### config.mk
export PLATFORM = sky130hd
export DESIGN_NAME = pwm_bank_regs
export DESIGN_NICKNAME = d
export VERILOG_FILES = /design/src/rtl/pwm_bank_pkg.sv /design/src/rtl/pwm_reg_decode.sv /design/src/rtl/pwm_ctrl_reg.sv /design/src/rtl/pwm_chan_regs.sv /design/src/rtl/pwm_bank_regs.sv
export SDC_FILE = /design/constraint.sdc
export NUM_CORES = 1
export LEC_CHECK = 0
export CORE_MARGIN = 3
export CORE_UTILIZATION = 40
export CTS_CLUSTER_SIZE = 40
export DETAILED_ROUTE_END_ITERATION = 8
export DONT_BUFFER_PORTS = 1
export GPL_TIMING_DRIVEN = 0
export HOLD_SLACK_MARGIN = 0.12
export PLACE_DENSITY = 0.62
export SYNTH_ARGS = -nofsm -noshare
export SYNTH_HDL_FRONTEND = slang
export SYNTH_SLANG_ARGS = --single-unit
### constraint.sdc
create_clock -name clk -period 5.8 [get_ports clk]
set_clock_uncertainty 0.1 [all_clocks]
set_input_delay 0.29 -clock clk [delete_from_list [all_inputs] [get_ports clk]]
set_output_delay 0.29 -clock clk [all_outputs]
set_load 0.03 [all_outputs]
### src/rtl/pwm_bank_pkg.sv
package pwm_bank_pkg;

  localparam int MAX_CH = 8;

  typedef enum logic [1:0] {
    OP_WRITE = 2'd0,
    OP_SET   = 2'd1,
    OP_CLR   = 2'd2,
    OP_TOG   = 2'd3
  } alias_op_e;

  // Implemented bits of each register kind
  localparam logic [31:0] DUTY_MASK   = 32'hFFFF_0000;
  localparam logic [31:0] PERIOD_MASK = 32'h007F_FFFF;

  // Resulting register value for one alias operation
  function automatic logic [31:0] apply_alias(input alias_op_e op,
                                              input logic [31:0] cur,
                                              input logic [31:0] wd);
    logic [31:0] r;
    unique case (op)
      OP_WRITE: r = wd;
      OP_SET:   r = cur | wd;
      OP_CLR:   r = cur & ~wd;
      default:  r = cur ^ wd;
    endcase
    return r;
  endfunction

endpackage

### src/rtl/pwm_reg_decode.sv
module pwm_reg_decode
  import pwm_bank_pkg::*;
#(
  parameter int NUM_CH = 4,
  parameter int ADDR_W = 12,
  localparam int CH_W  = (NUM_CH > 1) ? $clog2(NUM_CH) : 1,
  localparam int IDX_W = ADDR_W - 5
) (
  input  logic [ADDR_W-1:0] addr,
  output logic              hit_ctrl,
  output logic              hit_duty,
  output logic              hit_per,
  output logic [CH_W-1:0]   chan,
  output alias_op_e         op
);
  logic [IDX_W-1:0] slot;
  logic             odd_half;

  assign slot     = addr[ADDR_W-1:5];
  assign odd_half = addr[4];
  assign op       = alias_op_e'(addr[3:2]);

  always_comb begin
    hit_ctrl = (addr[ADDR_W-1:4] == '0);
    hit_duty = odd_half && (slot < IDX_W'(NUM_CH));
    hit_per  = !odd_half && (slot != '0) && (slot <= IDX_W'(NUM_CH));
    if (odd_half) chan = CH_W'(slot);
    else          chan = CH_W'(slot - IDX_W'(1));
  end

endmodule

### src/rtl/pwm_ctrl_reg.sv
module pwm_ctrl_reg
  import pwm_bank_pkg::*;
#(
  parameter int NUM_CH = 4
) (
  input  logic              clk,
  input  logic              rst_n,
  input  logic              wr,
  input  alias_op_e         op,
  input  logic [31:0]       wdata,
  output logic [NUM_CH-1:0] en_q
);
  logic [31:0] next_word;

  assign next_word = apply_alias(op, 32'(en_q), wdata);

  always_ff @(posedge clk) begin
    if (!rst_n)  en_q <= '0;
    else if (wr) en_q <= next_word[NUM_CH-1:0];
  end

endmodule

### src/rtl/pwm_chan_regs.sv
module pwm_chan_regs
  import pwm_bank_pkg::*;
(
  input  logic        clk,
  input  logic        rst_n,
  input  logic        wr_duty,
  input  logic        wr_per,
  input  alias_op_e   op,
  input  logic [31:0] wdata,
  output logic [31:0] duty_q,
  output logic [31:0] per_q,
  output logic        commit_q
);
  logic [31:0] duty_next, per_next;

  assign duty_next = apply_alias(op, duty_q, wdata) & DUTY_MASK;
  assign per_next  = apply_alias(op, per_q,  wdata) & PERIOD_MASK;

  always_ff @(posedge clk) begin
    if (!rst_n) begin
      duty_q   <= '0;
      per_q    <= '0;
      commit_q <= 1'b0;
    end else begin
      if (wr_duty) duty_q <= duty_next;
      if (wr_per)  per_q  <= per_next;
      commit_q <= wr_per;
    end
  end

endmodule

### src/rtl/pwm_bank_regs.sv
module pwm_bank_regs
  import pwm_bank_pkg::*;
#(
  parameter int NUM_CH = 4,
  parameter int ADDR_W = 12,
  localparam int CH_W  = (NUM_CH > 1) ? $clog2(NUM_CH) : 1
) (
  input  logic                  clk,
  input  logic                  rst_n,
  input  logic                  bus_wr,
  input  logic [ADDR_W-1:0]     bus_addr,
  input  logic [31:0]           bus_wdata,
  output logic [31:0]           bus_rdata,
  output logic [NUM_CH-1:0]     ch_enable,
  output logic [16*NUM_CH-1:0]  ch_duty,
  output logic [16*NUM_CH-1:0]  ch_period,
  output logic [2*NUM_CH-1:0]   ch_act_lvl,
  output logic [2*NUM_CH-1:0]   ch_idle_lvl,
  output logic [3*NUM_CH-1:0]   ch_presc,
  output logic [NUM_CH-1:0]     ch_commit
);
  // Decoded access, brought out as named wires
  logic      hit_ctrl, hit_duty, hit_per;
  logic [CH_W-1:0] hit_chan;
  alias_op_e hit_op;
  logic      wr_ctrl;

  logic [31:0] duty_word [NUM_CH];
  logic [31:0] per_word  [NUM_CH];

  pwm_reg_decode #(.NUM_CH(NUM_CH), .ADDR_W(ADDR_W)) dec_i (
    .addr     (bus_addr),
    .hit_ctrl (hit_ctrl),
    .hit_duty (hit_duty),
    .hit_per  (hit_per),
    .chan     (hit_chan),
    .op       (hit_op)
  );

  assign wr_ctrl = bus_wr && hit_ctrl;

  pwm_ctrl_reg #(.NUM_CH(NUM_CH)) ctrl_i (
    .clk   (clk),
    .rst_n (rst_n),
    .wr    (wr_ctrl),
    .op    (hit_op),
    .wdata (bus_wdata),
    .en_q  (ch_enable)
  );

  for (genvar g = 0; g < NUM_CH; g++) begin : g_ch
    logic sel;
    assign sel = (hit_chan == CH_W'(g));

    pwm_chan_regs regs_i (
      .clk      (clk),
      .rst_n    (rst_n),
      .wr_duty  (bus_wr && hit_duty && sel),
      .wr_per   (bus_wr && hit_per && sel),
      .op       (hit_op),
      .wdata    (bus_wdata),
      .duty_q   (duty_word[g]),
      .per_q    (per_word[g]),
      .commit_q (ch_commit[g])
    );

    assign ch_duty[16*g +: 16]    = duty_word[g][31:16];
    assign ch_period[16*g +: 16]  = per_word[g][15:0];
    assign ch_act_lvl[2*g +: 2]   = per_word[g][17:16];
    assign ch_idle_lvl[2*g +: 2]  = per_word[g][19:18];
    assign ch_presc[3*g +: 3]     = per_word[g][22:20];
  end

  always_comb begin
    bus_rdata = '0;
    if (hit_ctrl)      bus_rdata = 32'(ch_enable);
    else if (hit_duty) bus_rdata = duty_word[hit_chan];
    else if (hit_per)  bus_rdata = per_word[hit_chan];
  end

endmodule

-- After elaboration in Yosys (flattened, before gate mapping)
Index checks and enable logic that the tools add are counted.
W data, S select, Z words.
- flip-flop bits (word level): 164
- input bits: 47
- output and inout bits: 196
- word-level logic and storage cells: 89
- add/sub/neg operators: 1
- $lt $le $gt $ge: 3
- eq/ne operators: 5
- mux-type cells: 19
- bitwise gates (word level): 29
- reduce and logical (&&, ||, !) cells: 19
- operators with widths (operator ; count):
    $pmux W32 S3 ; 4
    $pmux W23 S3 ; 4
    $mux W32 ; 7
    $and A32 B32 Y32 ; 4
    $bmux W32 S2 ; 2
    $or A32 B32 Y32 ; 4
    $xor A32 B32 Y32 ; 4
    $and A23 B23 Y23 ; 4
    $or A23 B23 Y23 ; 4
    $xor A23 B23 Y23 ; 4
    $not A32 Y32 ; 1
    $logic_and A1 B1 Y1 ; 14
    $pmux W4 S3 ; 1
    $logic_not A8 Y1 ; 1
    $le A7 B3 Y1 const B ; 1
    $lt A7 B3 Y1 const B ; 1
    $reduce_bool A7 Y1 ; 1
    $eq A2 B2 Y1 const B ; 3
    $and A4 B4 Y4 ; 1
    $eq A2 B1 Y1 const B ; 2
    $logic_not A2 Y1 ; 2
    $or A4 B4 Y4 ; 1
    $xor A4 B4 Y4 ; 1
    $ge A3 B3 Y1 const B ; 1
    4 further kinds ; 4

-- Logic depth before layout (Yosys ltp)
Gate-level depths: netlist of run 1.
- depth in word-level cells: 9
- depth in mapped cells: 10

-- By module
From an unflattened synthesis of run 1, not the netlist that was laid out.
- cells, all modules: 1949
- area total of the unflattened synthesis: 17613.1 µm²
- by module, submodules not included (module ; instances ; cells each ; area each (µm²) ; sequential area each (µm²)):
    pwm_chan_regs ; 4 ; 429 ; 3769.9 ; 800.8
    pwm_bank_regs ; 1 ; 175 ; 2054.5 ; 0.0
    pwm_ctrl_reg ; 1 ; 43 ; 370.4 ; 80.1
    pwm_reg_decode ; 1 ; 15 ; 108.9 ; 0.0

-- Worst setup path before layout of run 1
Ideal clock, no wire load.
- kind: input-to-output
- from: input port bus_addr[4]
- to: output port bus_rdata[16]
- data arrival time: 3167 ps
- path slack: 2243 ps
- cell stages on the path: 8
- cells stage by stage: buf_1 inv_1 ha_1 buf_2 inv_2 buf_1 mux4_2 o21ai_0
- word-level cells in the longest chain between the ends: 8
- ends and longest elaborated chain (element ; RTL line ; text):
    start: declaration ; pwm_bank_regs.sv:11 ; input logic [ADDR_W-1:0] bus_addr,
    $mux W2 ; pwm_reg_decode.sv:27 ; if (odd_half) chan = CH_W'(slot);
    $not A2 Y3 (not written as such) ; pwm_bank_regs.sv:77, pwm_bank_regs.sv:78 ;
    $bmux W32 S2 ; pwm_bank_regs.sv:78 ; else if (hit_per) bus_rdata = per_word[hit_chan];
    $mux W32 (not written as such) (2 in a row) ; pwm_bank_regs.sv:78 ;
    $mux W32 ; pwm_bank_regs.sv:78 ;
    $mux W32 ; pwm_bank_regs.sv:77 ; else if (hit_duty) bus_rdata = duty_word[hit_chan];
    $mux W32 (*) ; pwm_bank_regs.sv:76 ; if (hit_ctrl) bus_rdata = 32'(ch_enable);
    end: declaration ; pwm_bank_regs.sv:13 ; output logic [31:0] bus_rdata,
Every way passes the cells marked *; elsewhere a longest branch is shown, timed or not. The select of a mux whose other input is x is not followed.

-- Final worst setup path of run 1
Same ends and word-level chain as after synthesis.

==> run_summary.xml, run 1 <==
<?xml version="1.0" encoding="UTF-8"?>
<metrics>
  <group name="hold_path">
    <metric name="timing.hold.worst_endpoint" unit="">g_ch[2].regs_i.duty_q[23]$_SDFFE_PN0P_</metric>
    <metric name="hp-class" unit="">in2reg</metric>
    <metric name="timing.hold.worst_path_depth" unit="">3</metric>
    <metric name="timing.hold.worst.start" unit="">bus_wdata[23]</metric>
  </group>
  <group name="drt">
    <metric name="wl" unit="um">60410</metric>
    <metric name="drtAntennaViolNets" unit="">0</metric>
    <metric name="route.detailed.wl_per_inst" unit="um">25.55</metric>
    <metric name="drcViolationCount" unit="">0</metric>
    <metric name="dr.pass1.iters" unit="">5</metric>
    <metric name="vias_per_cell" unit="">5.958</metric>
    <metric name="drtIter0Drc" unit="">1257</metric>
    <metric name="vias" unit="">14090</metric>
  </group>
  <group name="sta">
    <metric name="fmaxAchievable" unit="MHz">218.4</metric>
    <metric name="hold_violations" unit="">0</metric>
    <metric name="postLayoutSetupSlackWorst" unit="ns">1.221</metric>
    <metric name="unrepaired_setup_endpoints_after_global_routing" unit="">false</metric>
    <metric name="slew-limit-headroom" unit="">0.1765</metric>
    <metric name="actual_slew_at_the_worst_max_slew_pin" unit="ns">1.222</metric>
    <metric name="timing.final.crit_share" unit="">0.7894</metric>
    <metric name="post_route_worst_hold_slack" unit="ns">0.1295</metric>
    <metric name="report.final.setup_viol" unit="">0</metric>
    <metric name="fin_crit" unit="ns">4.579</metric>
    <metric name="fin_setup_tns" unit="ns">0</metric>
    <metric name="finalMaxSlewViolations" unit="">0</metric>
  </group>
  <group name="synthesis">
    <metric name="number_of_flip_flops_and_latches_in_the_synthesized_netlist" unit="">164</metric>
    <metric name="synth.cell_area" unit="um^2">16060</metric>
    <metric name="yosysSeqAreaShare" unit="">0.2045</metric>
    <metric name="yosys-top-cells-count" unit="">322 x sky130_fd_sc_hd__ha_1, 237 x sky130_fd_sc_hd__a211oi_1, 222 x sky130_fd_sc_hd__inv_1</metric>
    <metric name="syn-mean-instance-area" unit="um^2">8.911</metric>
    <metric name="postSynthCellCount" unit="">1802</metric>
    <metric name="synth-main-ff-cell" unit="">sky130_fd_sc_hd__dfxtp_1</metric>
    <metric name="synth_top_area_frac" unit="">0.2509</metric>
    <metric name="synth.top_cells.by_area" unit="">sky130_fd_sc_hd__ha_1 25%, sky130_fd_sc_hd__dfxtp_1 20%, sky130_fd_sc_hd__a211oi_1 11%</metric>
    <metric name="post-synth-top-count-cell" unit="">sky130_fd_sc_hd__ha_1</metric>
    <metric name="syn-num-nets" unit="">2171</metric>
    <metric name="share_of_flip_flops_with_an_asynchronous_set_or_reset_after_synthesis" unit="">0</metric>
    <metric name="synth_enable_flop_cells" unit="">0</metric>
    <metric name="synth.yosys.warnings" unit="">0</metric>
    <metric name="yosys_top_cell_by_area" unit="">sky130_fd_sc_hd__ha_1</metric>
    <metric name="ys_types" unit="">39</metric>
  </group>
  <group name="grt">
    <metric name="grt_overflow_total" unit="">0</metric>
    <metric name="grt_pass1_wl" unit="um">89590</metric>
    <metric name="vias_in_the_first_global_route" unit="">14040</metric>
    <metric name="grt_max_degree" unit="">17</metric>
    <metric name="grt_use_total" unit="">0.2807</metric>
    <metric name="antenna_found_initial" unit="">1</metric>
  </group>
  <group name="critical_path">
    <metric name="timing.reg2reg.worst_path_depth" unit="">5</metric>
    <metric name="critPathLaunchType" unit="">primary input</metric>
    <metric name="timing.reg2reg.setup_slack" unit="ns">3.84</metric>
    <metric name="setup.worst_path.class" unit="">in2out</metric>
    <metric name="max_stage_delay" unit="ns">0.96</metric>
    <metric name="worst_ep_arrival_time" unit="ns">4.19</metric>
    <metric name="crit_path_max_fanout" unit="">10</metric>
    <metric name="end_kind" unit="">output pin</metric>
    <metric name="critical_path.n_buffers_inverters" unit="">5</metric>
    <metric name="reg_to_reg_endpoint" unit="">g_ch[0].regs_i.duty_q[27]$_SDFFE_PN0P_</metric>
    <metric name="r2r-start" unit="">g_ch[0].regs_i.duty_q[27]$_SDFFE_PN0P_</metric>
    <metric name="worst_path_required" unit="ns">5.41</metric>
    <metric name="cpMostUsedCell" unit="">sky130_fd_sc_hd__buf_1</metric>
    <metric name="crit_chain" unit="">buf_1, inv_1, ha_1, buf_2, inv_2, buf_1, mux4_2, o21ai_0</metric>
    <metric name="cp_top_family" unit="">buffers and inverters</metric>
    <metric name="slowest_stage" unit="">sky130_fd_sc_hd__o21ai_0</metric>
  </group>
  <group name="placed_design">
    <metric name="dp_hpwl" unit="um">44090</metric>
    <metric name="placement.io_buffers" unit="">0</metric>
    <metric name="place_ws" unit="ns">1.208</metric>
    <metric name="place_inst" unit="">2321</metric>
    <metric name="gp_congestion" unit="">0.9188</metric>
    <metric name="placed_area" unit="um^2">16730</metric>
  </group>
  <group name="power">
    <metric name="irDropWorstVdd" unit="V">0.0002129</metric>
    <metric name="totalPowerFinal" unit="mW">2.977</metric>
    <metric name="p_leak" unit="nW">6.736</metric>
    <metric name="pwr_density_cell" unit="nW/um^2">170.5</metric>
  </group>
  <group name="die">
    <metric name="std_cell_rows" unit="">72</metric>
    <metric name="core_area" unit="um^2">39190</metric>
    <metric name="die_area" unit="um^2">42580</metric>
    <metric name="design.portCount" unit="">243</metric>
    <metric name="die_y" unit="um">206.4</metric>
    <metric name="die_width" unit="um">206.4</metric>
    <metric name="effective_utilization_at_floorplan" unit="">0.4098</metric>
  </group>
  <group name="clocking">
    <metric name="cts_htree_levels" unit="">4</metric>
    <metric name="quantity_of_gates_resized_following_cts" unit="">0</metric>
    <metric name="clkTransAtPathRegs" unit="ns">0.08</metric>
    <metric name="clk_path_buf_depth" unit="">2</metric>
    <metric name="number_of_buffers_inserted_to_repair_setup_after_cts" unit="">0</metric>
    <metric name="cts_tree" unit="">yes</metric>
    <metric name="clk-insertion-delay-late" unit="ns">0.45</metric>
    <metric name="clock-sinks" unit="">164</metric>
    <metric name="clock_buffer_count_from_cts" unit="">17</metric>
    <metric name="cts_root_buffer" unit="">sky130_fd_sc_hd__clkbuf_16</metric>
    <metric name="cts_hold_buffers" unit="">10</metric>
  </group>
  <group name="cells_and_area">
    <metric name="num-fill-cells" unit="">3824</metric>
    <metric name="seq_area" unit="um^2">3283</metric>
    <metric name="multi_input_comb_area" unit="um^2">11320</metric>
    <metric name="finalNonFillerCells" unit="">2364</metric>
    <metric name="layout-drive-gt1-share" unit="">0.1361</metric>
    <metric name="final_design_area_no_fill" unit="um^2">17460</metric>
    <metric name="area_delta_synth_final" unit="%">8.719</metric>
    <metric name="utilization" unit="">0.4455</metric>
    <metric name="finalNetCount" unit="">2201</metric>
  </group>
  <group name="flow_run">
    <metric name="drv.max_cap_violation_count" unit="">0</metric>
  </group>
  <group name="outcome">
    <metric name="outcome" unit="">finished, final reports clean</metric>
  </group>
</metrics>
==> registers in the layout (all words and copies together), names as in the netlist <==
name and cells:
ctrl_i.en_q 4, g_ch.regs_i.duty_q 64, g_ch.regs_i.commit_q 4, g_ch.regs_i.per_q 92
==> cells by family (layout without fill, tap and decap cells) <==
kind of cell | after synthesis | after routing | synth area share
AND/OR/NAND/NOR | 309 | 309 | 0.08976
multiplexers | 196 | 196 | 0.1787
XOR/XNOR | 1 | 1 | 0.0005455
other | 0 | 2 | 0
AO/OA/AOI/OAI | 448 | 448 | 0.1847
flip-flops | 164 | 164 | 0.2045
adder cells (fa/ha/maj) | 322 | 322 | 0.2509
buffers and inverters | 362 | 404 | 0.09085
==> power by group <==
| group | switching (mW) | internal, mW |
|---|---|---|
| clock network | 0.543 | 0.724 |
| logic | 0.367 | 0.207 |
| registers | 0.00916 | 1.13 |
| total | 0.919 | 2.06 |
==> final cells by class <==
type	instances	share of cell area
multi-input combinational	1276	0.6486
sequential	164	0.1881
inverter	224	0.04816
tap	518	0.03712
buffer	138	0.03540
clock buffer	21	0.02752
clock inverter	10	0.008242
timing repair buffer	11	0.006594
antenna	2	0.0002867
==> tightest hold or removal path, stage by stage <==
cell                      delay, ns
sky130_fd_sc_hd__mux4_2        0.20
sky130_fd_sc_hd__nand2_1       0.05
sky130_fd_sc_hd__a21oi_1       0.12
==> per-layer routing <==
layer	track usage	wire (um)	up-vias	share of wire
li1	-	-	6413	-
met1	0.3421	24020	6914	0.40
met2	0.4580	27880	621	0.46
met3	0.09324	6205	135	0.10
met4	0.1108	2288	2	0.038
met5	0	12	-	0.00020
==> placed cells by master (no fill, tap or decap), types with 4 or more instances in the layout <==
| cell | synthesis | routed |
|---|---|---|
| sky130_fd_sc_hd__a211oi_2 | 12 | 13 |
| sky130_fd_sc_hd__inv_1 | 222 | 222 |
| sky130_fd_sc_hd__dfxtp_1 | 164 | 164 |
| sky130_fd_sc_hd__a21oi_1 | 144 | 144 |
| sky130_fd_sc_hd__clkbuf_8 | 0 | 4 |
| sky130_fd_sc_hd__buf_4 | 7 | 7 |
| sky130_fd_sc_hd__and2_1 | 12 | 12 |
| sky130_fd_sc_hd__clkbuf_16 | 0 | 17 |
| sky130_fd_sc_hd__nand2b_1 | 10 | 10 |
| sky130_fd_sc_hd__a22o_1 | 8 | 8 |
| sky130_fd_sc_hd__a211oi_1 | 237 | 236 |
| sky130_fd_sc_hd__buf_1 | 10 | 10 |
| sky130_fd_sc_hd__mux2i_1 | 37 | 37 |
| sky130_fd_sc_hd__nor2_1 | 143 | 142 |
| sky130_fd_sc_hd__mux2_2 | 96 | 96 |
| sky130_fd_sc_hd__dlygate4sd3_1 | 0 | 10 |
| sky130_fd_sc_hd__clkbuf_1 | 92 | 92 |
| sky130_fd_sc_hd__nand2_1 | 80 | 80 |
| sky130_fd_sc_hd__o21ai_0 | 37 | 37 |
| sky130_fd_sc_hd__o21ai_1 | 6 | 6 |
| sky130_fd_sc_hd__ha_1 | 322 | 322 |
| sky130_fd_sc_hd__buf_2 | 23 | 23 |
| sky130_fd_sc_hd__nor2b_1 | 40 | 40 |
| sky130_fd_sc_hd__buf_6 | 6 | 6 |
| sky130_fd_sc_hd__mux4_2 | 63 | 63 |
==> worst max path at each step <==
stage	start	to	slack (ns)	cells after the start
finish	bus_addr[4]	bus_rdata[16]	1.22	8
global route	bus_addr[4]	bus_rdata[16]	1.04	8
CTS	bus_addr[4]	bus_rdata[16]	1.20	8
detailed placement	bus_addr[4]	bus_rdata[16]	1.21	8
global placement	bus_addr[5]	bus_rdata[16]	1.04	7
floorplan	bus_addr[4]	bus_rdata[16]	2.24	8
No activity file was read; power rests on OpenSTA's default activity.
==> run 2, diff against run 1 <==
- PLACE_DENSITY: 0.62 -> 0.64
- clock period: 5.8 -> 4.2 ns (I/O delays scaled with it)
==> run_summary.xml, run 2 (synthesis results as in run 1) <==
<?xml version="1.0" encoding="UTF-8"?>
<metrics>
  <group name="outcome">
    <metric name="outcome" unit="">finished, final reports clean</metric>
  </group>
  <group name="cells_and_area">
    <metric name="layout-drive-gt1-share" unit="">0.1369</metric>
    <metric name="finalNetCount" unit="">2204</metric>
    <metric name="reg.largest.list" unit="">g_ch.regs_i.per_q: 92 flops, g_ch.regs_i.duty_q: 64 flops</metric>
    <metric name="area_delta_synth_final" unit="%">8.657</metric>
    <metric name="finalNonFillerCells" unit="">2367</metric>
    <metric name="largest_register_ffs" unit="">92</metric>
    <metric name="final_cell_mix" unit="">322 x sky130_fd_sc_hd__ha_1, 236 x sky130_fd_sc_hd__a211oi_1, 222 x sky130_fd_sc_hd__inv_1</metric>
    <metric name="layout_commonest_cell" unit="">sky130_fd_sc_hd__ha_1</metric>
    <metric name="utilization" unit="">0.4452</metric>
    <metric name="top_register" unit="">g_ch.regs_i.per_q</metric>
  </group>
  <group name="power">
    <metric name="pwr_density_cell" unit="nW/um^2">232.7</metric>
    <metric name="pwr-share-comb" unit="">0.197</metric>
    <metric name="pwr-share-clk" unit="">0.416</metric>
    <metric name="irDropWorstVdd" unit="V">0.0002868</metric>
    <metric name="power_report.internal_total" unit="mW">2.693</metric>
    <metric name="totalPowerFinal" unit="mW">4.060</metric>
    <metric name="pwr-share-seq" unit="">0.387</metric>
    <metric name="p_leak" unit="nW">6.739</metric>
    <metric name="total_switching_power" unit="mW">1.367</metric>
    <metric name="switching_share" unit="">0.3367</metric>
  </group>
  <group name="clocking">
    <metric name="cts_tree" unit="">yes</metric>
    <metric name="cts_htree_levels" unit="">4</metric>
    <metric name="clock-sinks" unit="">164</metric>
    <metric name="clk_path_buf_depth" unit="">2</metric>
    <metric name="clkTransAtPathRegs" unit="ns">0.07</metric>
    <metric name="number_of_buffers_inserted_to_repair_setup_after_cts" unit="">0</metric>
    <metric name="clk-insertion-delay-late" unit="ns">0.47</metric>
    <metric name="cts_root_buffer" unit="">sky130_fd_sc_hd__clkbuf_16</metric>
    <metric name="clock_buffer_count_from_cts" unit="">17</metric>
  </group>
  <group name="drt">
    <metric name="route.top_layer_used" unit="">met5</metric>
    <metric name="wirelength_met1" unit="um">24050</metric>
    <metric name="route.met2.wl" unit="um">28000</metric>
    <metric name="dr.pass1.iters" unit="">5</metric>
    <metric name="drtAntennaViolNets" unit="">0</metric>
    <metric name="drcViolationCount" unit="">0</metric>
    <metric name="vias" unit="">14350</metric>
    <metric name="vias_per_cell" unit="">6.064</metric>
    <metric name="drtIter0Drc" unit="">1251</metric>
    <metric name="route.detailed.wl_per_inst" unit="um">25.92</metric>
    <metric name="wl" unit="um">61340</metric>
    <metric name="route.met3.wl" unit="um">6621</metric>
  </group>
  <group name="grt">
    <metric name="grt_use_total" unit="">0.2847</metric>
    <metric name="grt_pass1_wl" unit="um">90580</metric>
    <metric name="vias_in_the_first_global_route" unit="">14360</metric>
    <metric name="grt_overflow_total" unit="">0</metric>
    <metric name="grt_max_degree" unit="">18</metric>
    <metric name="antenna_found_initial" unit="">3</metric>
  </group>
  <group name="flow_run">
    <metric name="drv.max_cap_violation_count" unit="">0</metric>
  </group>
  <group name="die">
    <metric name="die_area" unit="um^2">42580</metric>
    <metric name="die_width" unit="um">206.4</metric>
    <metric name="die_y" unit="um">206.4</metric>
    <metric name="core_area" unit="um^2">39190</metric>
    <metric name="std_cell_rows" unit="">72</metric>
    <metric name="effective_utilization_at_floorplan" unit="">0.4098</metric>
    <metric name="design.portCount" unit="">243</metric>
  </group>
  <group name="sta">
    <metric name="fin_crit" unit="ns">3.944</metric>
    <metric name="unrepaired_setup_endpoints_after_global_routing" unit="">false</metric>
    <metric name="postLayoutSetupSlackWorst" unit="ns">0.2564</metric>
    <metric name="finalMaxSlewViolations" unit="">0</metric>
    <metric name="actual_slew_at_the_worst_max_slew_pin" unit="ns">1.196</metric>
    <metric name="fmaxAchievable" unit="MHz">253.6</metric>
    <metric name="post_route_worst_hold_slack" unit="ns">0.1441</metric>
    <metric name="report.final.setup_viol" unit="">0</metric>
    <metric name="timing.final.crit_share" unit="">0.9390</metric>
    <metric name="slew-limit-headroom" unit="">0.2025</metric>
    <metric name="hold_violations" unit="">0</metric>
  </group>
  <group name="critical_path">
    <metric name="setup.worst_path.class" unit="">in2out</metric>
    <metric name="crit_path_max_fanout" unit="">10</metric>
    <metric name="end_kind" unit="">output pin</metric>
    <metric name="worst_path_required" unit="ns">3.89</metric>
    <metric name="critPathLaunchType" unit="">primary input</metric>
    <metric name="worst_ep_arrival_time" unit="ns">3.63</metric>
  </group>
  <group name="placed_design">
    <metric name="place_ws" unit="ns">-0.2877</metric>
    <metric name="gp_congestion" unit="">0.8978</metric>
    <metric name="place_inst" unit="">2321</metric>
    <metric name="placement.io_buffers" unit="">0</metric>
    <metric name="dp_hpwl" unit="um">44220</metric>
  </group>
  <group name="hold_path">
    <metric name="hp-class" unit="">in2reg</metric>
  </group>
</metrics>
run 2: cell types whose count changed in the layout (fill, tap and decap cells not counted), sizes merged:
cell,delta
bufinv,-2
dlygate4sd3,+3
clkinv,+1
buf,-1
clkbuf,-3
clkinvlp,-2
inv,+8
diode,-1
run 2: critical path, stage by stage:
cell	delay (ns)
sky130_fd_sc_hd__buf_1	0.36
sky130_fd_sc_hd__inv_1	0.09
sky130_fd_sc_hd__ha_1	0.33
sky130_fd_sc_hd__buf_2	0.24
sky130_fd_sc_hd__inv_2	0.39
sky130_fd_sc_hd__buf_1	0.86
sky130_fd_sc_hd__mux4_2	0.65
sky130_fd_sc_hd__nor2_1	0.47
run 2: layout make-up:
class                      count  area [um^2]
fill                        3832        21740
multi-input combinational   1276        11320
sequential                   164         3283
clock buffer                  17        425.4
antenna                        1        2.502
timing repair buffer          14        141.4
inverter                     224        840.8
tap                          518        648.1
buffer                       138        619.3
clock inverter                15        163.9
run 2: power groups by stage:
stage	logic, mW	clock network (mW)	registers (mW)
after CTS	0.784	1.69	1.57
final	0.800	1.69	1.57
after floorplan	0.532	0	1.60
after global routing	0.863	1.76	1.57
after detailed placement	0.761	0	1.61
after global placement	0.731	0	1.61
run 2: routing by layer:
layer  global-route usage  vias to the layer above
li1                     -                     6406
met2               0.4569                      709
met3               0.1003                      159
met4               0.1273                        4
met5                    0                        -
met1               0.3437                     7075
run 2: what timing repair did:
action | CTS | global route
endpoints found under the hold margin | 57 | 0
endpoints found under the setup margin | 3 | 5
pin swaps | 0 | 0
hold buffers | 13 | 0
gates resized for setup | 3 | 2
run 2: path summary, 6_finish.rpt:
kind	startpoint	to	slack, ns	cells past startpoint
max	bus_addr[4]	bus_rdata[15]	0.26	8
min	bus_addr[6]	g_ch[1].regs_i.duty_q[31]$_SDFFE_PN0P_	0.14	4
max reg2reg	g_ch[0].regs_i.duty_q[23]$_SDFFE_PN0P_	g_ch[0].regs_i.duty_q[23]$_SDFFE_PN0P_	2.23	5
min reg2reg	g_ch[0].regs_i.per_q[10]$_SDFFE_PN0P_	g_ch[0].regs_i.per_q[10]$_SDFFE_PN0P_	0.55	2
run 2: stage by stage:
| step | setup TNS (ns) | cell area, um^2 |
|---|---|---|
| floorplan | 0 | 16060 |
| global placement | -1.098 | 16710 |
| detailed placement | -0.8090 | 16720 |
| CTS | 0 | 17440 |
| global route | 0 | 17450 |
| finish | 0 | 17450 |
==> run 3, diff against run 2 <==
- PLACE_DENSITY: 0.64 -> 0.62
- clock period: 4.2 -> 4.8 ns (I/O delays scaled with it)
==> run_summary.xml, run 3 (synthesis results as in run 1) <==
<?xml version="1.0" encoding="UTF-8"?>
<metrics>
  <group name="sta">
    <metric name="fin_crit" unit="ns">4.458</metric>
    <metric name="unrepaired_setup_endpoints_after_global_routing" unit="">false</metric>
    <metric name="slew-limit-headroom" unit="">0.1880</metric>
    <metric name="fin_setup_tns" unit="ns">0</metric>
    <metric name="hold_violations" unit="">0</metric>
    <metric name="timing.final.crit_share" unit="">0.9287</metric>
    <metric name="actual_slew_at_the_worst_max_slew_pin" unit="ns">1.205</metric>
    <metric name="finalMaxSlewViolations" unit="">0</metric>
    <metric name="report.final.setup_viol" unit="">0</metric>
    <metric name="fmaxAchievable" unit="MHz">224.3</metric>
  </group>
  <group name="die">
    <metric name="die_area" unit="um^2">42580</metric>
    <metric name="std_cell_rows" unit="">72</metric>
    <metric name="effective_utilization_at_floorplan" unit="">0.4098</metric>
    <metric name="core_area" unit="um^2">39190</metric>
    <metric name="die_y" unit="um">206.4</metric>
    <metric name="design.portCount" unit="">243</metric>
    <metric name="die_width" unit="um">206.4</metric>
  </group>
  <group name="critical_path">
    <metric name="end_kind" unit="">output pin</metric>
    <metric name="r2r-start" unit="">g_ch[1].regs_i.duty_q[31]$_SDFFE_PN0P_</metric>
    <metric name="worst_ep_arrival_time" unit="ns">4.12</metric>
    <metric name="critical_path.startpoint" unit="">bus_addr[4]</metric>
    <metric name="timing.reg2reg.worst_path_depth" unit="">6</metric>
    <metric name="crit_end" unit="">bus_rdata[16]</metric>
    <metric name="worst_path_required" unit="ns">4.46</metric>
    <metric name="critPathLaunchType" unit="">primary input</metric>
    <metric name="crit_path_max_fanout" unit="">10</metric>
    <metric name="timing.reg2reg.setup_slack" unit="ns">2.47</metric>
    <metric name="reg_to_reg_endpoint" unit="">g_ch[1].regs_i.duty_q[31]$_SDFFE_PN0P_</metric>
    <metric name="setup.worst_path.class" unit="">in2out</metric>
  </group>
  <group name="drt">
    <metric name="vias_per_cell" unit="">5.921</metric>
    <metric name="vias" unit="">14010</metric>
    <metric name="route.detailed.wl_per_inst" unit="um">25.57</metric>
    <metric name="wl" unit="um">60520</metric>
    <metric name="drtIter0Drc" unit="">1130</metric>
    <metric name="dr.pass1.iters" unit="">6</metric>
    <metric name="drtAntennaViolNets" unit="">0</metric>
    <metric name="drcViolationCount" unit="">0</metric>
  </group>
  <group name="clocking">
    <metric name="cts_tree" unit="">yes</metric>
    <metric name="number_of_buffers_inserted_to_repair_setup_after_cts" unit="">0</metric>
    <metric name="cts_htree_levels" unit="">4</metric>
    <metric name="cts_root_buffer" unit="">sky130_fd_sc_hd__clkbuf_16</metric>
    <metric name="clock_buffer_count_from_cts" unit="">17</metric>
    <metric name="clk-insertion-delay-late" unit="ns">0.46</metric>
    <metric name="clock-sinks" unit="">164</metric>
    <metric name="clk_path_buf_depth" unit="">2</metric>
    <metric name="clkTransAtPathRegs" unit="ns">0.08</metric>
  </group>
  <group name="grt">
    <metric name="grt_overflow_total" unit="">0</metric>
    <metric name="groute.layer.met3.usage" unit="">0.09435</metric>
    <metric name="grt_pass1_wl" unit="um">89790</metric>
    <metric name="grt_use_total" unit="">0.2811</metric>
    <metric name="vias_in_the_first_global_route" unit="">14060</metric>
    <metric name="antenna_found_initial" unit="">2</metric>
    <metric name="globalRoute.busiestLayer" unit="">met2</metric>
    <metric name="grt_max_degree" unit="">17</metric>
    <metric name="grtUsageMet1" unit="">0.3414</metric>
    <metric name="global_route.usage.met2" unit="">0.4580</metric>
  </group>
  <group name="power">
    <metric name="total_switching_power" unit="mW">1.110</metric>
    <metric name="pwr_density_cell" unit="nW/um^2">205.8</metric>
    <metric name="switching_share" unit="">0.3085</metric>
    <metric name="power_report.internal_total" unit="mW">2.489</metric>
    <metric name="pwr-share-seq" unit="">0.382</metric>
    <metric name="pwr-share-comb" unit="">0.193</metric>
    <metric name="p_leak" unit="nW">6.751</metric>
    <metric name="irDropWorstVdd" unit="V">0.0002554</metric>
    <metric name="totalPowerFinal" unit="mW">3.599</metric>
    <metric name="pwr-share-clk" unit="">0.425</metric>
  </group>
  <group name="cells_and_area">
    <metric name="largest_register_ffs" unit="">92</metric>
    <metric name="final_cell_mix" unit="">322 x sky130_fd_sc_hd__ha_1, 236 x sky130_fd_sc_hd__a211oi_1, 222 x sky130_fd_sc_hd__inv_1</metric>
    <metric name="top_register" unit="">g_ch.regs_i.per_q</metric>
    <metric name="reg.largest.list" unit="">g_ch.regs_i.per_q: 92 flops, g_ch.regs_i.duty_q: 64 flops</metric>
    <metric name="area_delta_synth_final" unit="%">8.906</metric>
    <metric name="layout_commonest_cell" unit="">sky130_fd_sc_hd__ha_1</metric>
    <metric name="finalNetCount" unit="">2204</metric>
    <metric name="layout-drive-gt1-share" unit="">0.1359</metric>
  </group>
  <group name="flow_run">
    <metric name="drv.max_cap_violation_count" unit="">0</metric>
  </group>
  <group name="hold_path">
    <metric name="hp-class" unit="">in2reg</metric>
  </group>
  <group name="outcome">
    <metric name="outcome" unit="">finished, final reports clean</metric>
  </group>
  <group name="placed_design">
    <metric name="dp_hpwl" unit="um">44090</metric>
    <metric name="gp_congestion" unit="">0.9188</metric>
    <metric name="placement.io_buffers" unit="">0</metric>
  </group>
</metrics>
## run 3: cell count changes in the layout (fill, tap and decap cells not counted), sizes merged
cell,before,now
inv,234,226
clkbuf,110,113
bufinv,1,3
clkinvlp,1,3
buf,46,47
clkinv,3,2
diode,1,2
## run 3: critical path, cell delays in order
cell and delay [ns]:
sky130_fd_sc_hd__buf_1 0.37, sky130_fd_sc_hd__inv_1 0.10, sky130_fd_sc_hd__ha_1 0.34, sky130_fd_sc_hd__buf_2 0.24, sky130_fd_sc_hd__inv_2 0.39, sky130_fd_sc_hd__buf_1 0.85, sky130_fd_sc_hd__mux4_2 0.64, sky130_fd_sc_hd__o21ai_0 0.94
## run 3: timing repair
item	in CTS	in global routing
hold buffers	13	0
resized for setup	0	0
endpoints found under the hold margin	48	0
setup endpoints to repair	0	0
## run 3: how the worst min path moves through the flow
stage	from	endpoint	slack (ns)	depth (start not counted)
2_1_floorplan	rst_n	g_ch[1].regs_i.commit_q$_SDFF_PN0_	0.26	1
3_3_place_gp	rst_n	g_ch[1].regs_i.commit_q$_SDFF_PN0_	0.27	1
3_5_place_dp	rst_n	g_ch[2].regs_i.commit_q$_SDFF_PN0_	0.27	1
4_1_cts	bus_wdata[25]	g_ch[0].regs_i.duty_q[25]$_SDFFE_PN0P_	0.12	3
5_1_grt	bus_wdata[31]	g_ch[0].regs_i.duty_q[31]$_SDFFE_PN0P_	0.15	3
6_report	bus_wdata[25]	g_ch[0].regs_i.duty_q[25]$_SDFFE_PN0P_	0.14	3
## run 3: cell type report
class / count / area, um^2
fill: 3825 / 21700
multi-input combinational: 1276 / 11320
sequential: 164 / 3283
inverter: 224 / 840.8
tap: 518 / 648.1
buffer: 138 / 618.1
clock buffer: 21 / 480.5
timing repair buffer: 14 / 145.1
clock inverter: 10 / 143.9
antenna: 2 / 5.005
## run 3: power by group through the flow
stage,Combinational [mW],Clock (mW),Sequential [mW]
after global placement,0.644,0,1.41
after detailed placement,0.667,0,1.41
final,0.696,1.53,1.37
after floorplan,0.465,0,1.40
after global routing,0.755,1.60,1.37
after CTS,0.686,1.54,1.37
## run 3: per-stage QoR
step	utilization	instances	worst slack (ns)	hold slack (ns)	instance area (um^2)
4_1_cts	0.4461	2365	0.2986	0.1214	17480
3_3_place_gp	0.4263	2320	0.1361	0.2690	16710
3_5_place_dp	0.4269	2321	0.3083	0.2693	16730
5_1_grt	0.4461	2365	0.1365	0.1503	17480
6_report	0.4463	2367	0.3423	0.1371	17490
2_1_floorplan	-	1802	1.343	0.2617	16060
## run 3: per-layer routing
| metal | routed length, um | up-vias |
|---|---|---|
| li1 | - | 6423 |
| met1 | 23700 | 6805 |
| met2 | 28010 | 647 |
| met3 | 6405 | 135 |
| met4 | 2372 | 4 |
| met5 | 26 | - |
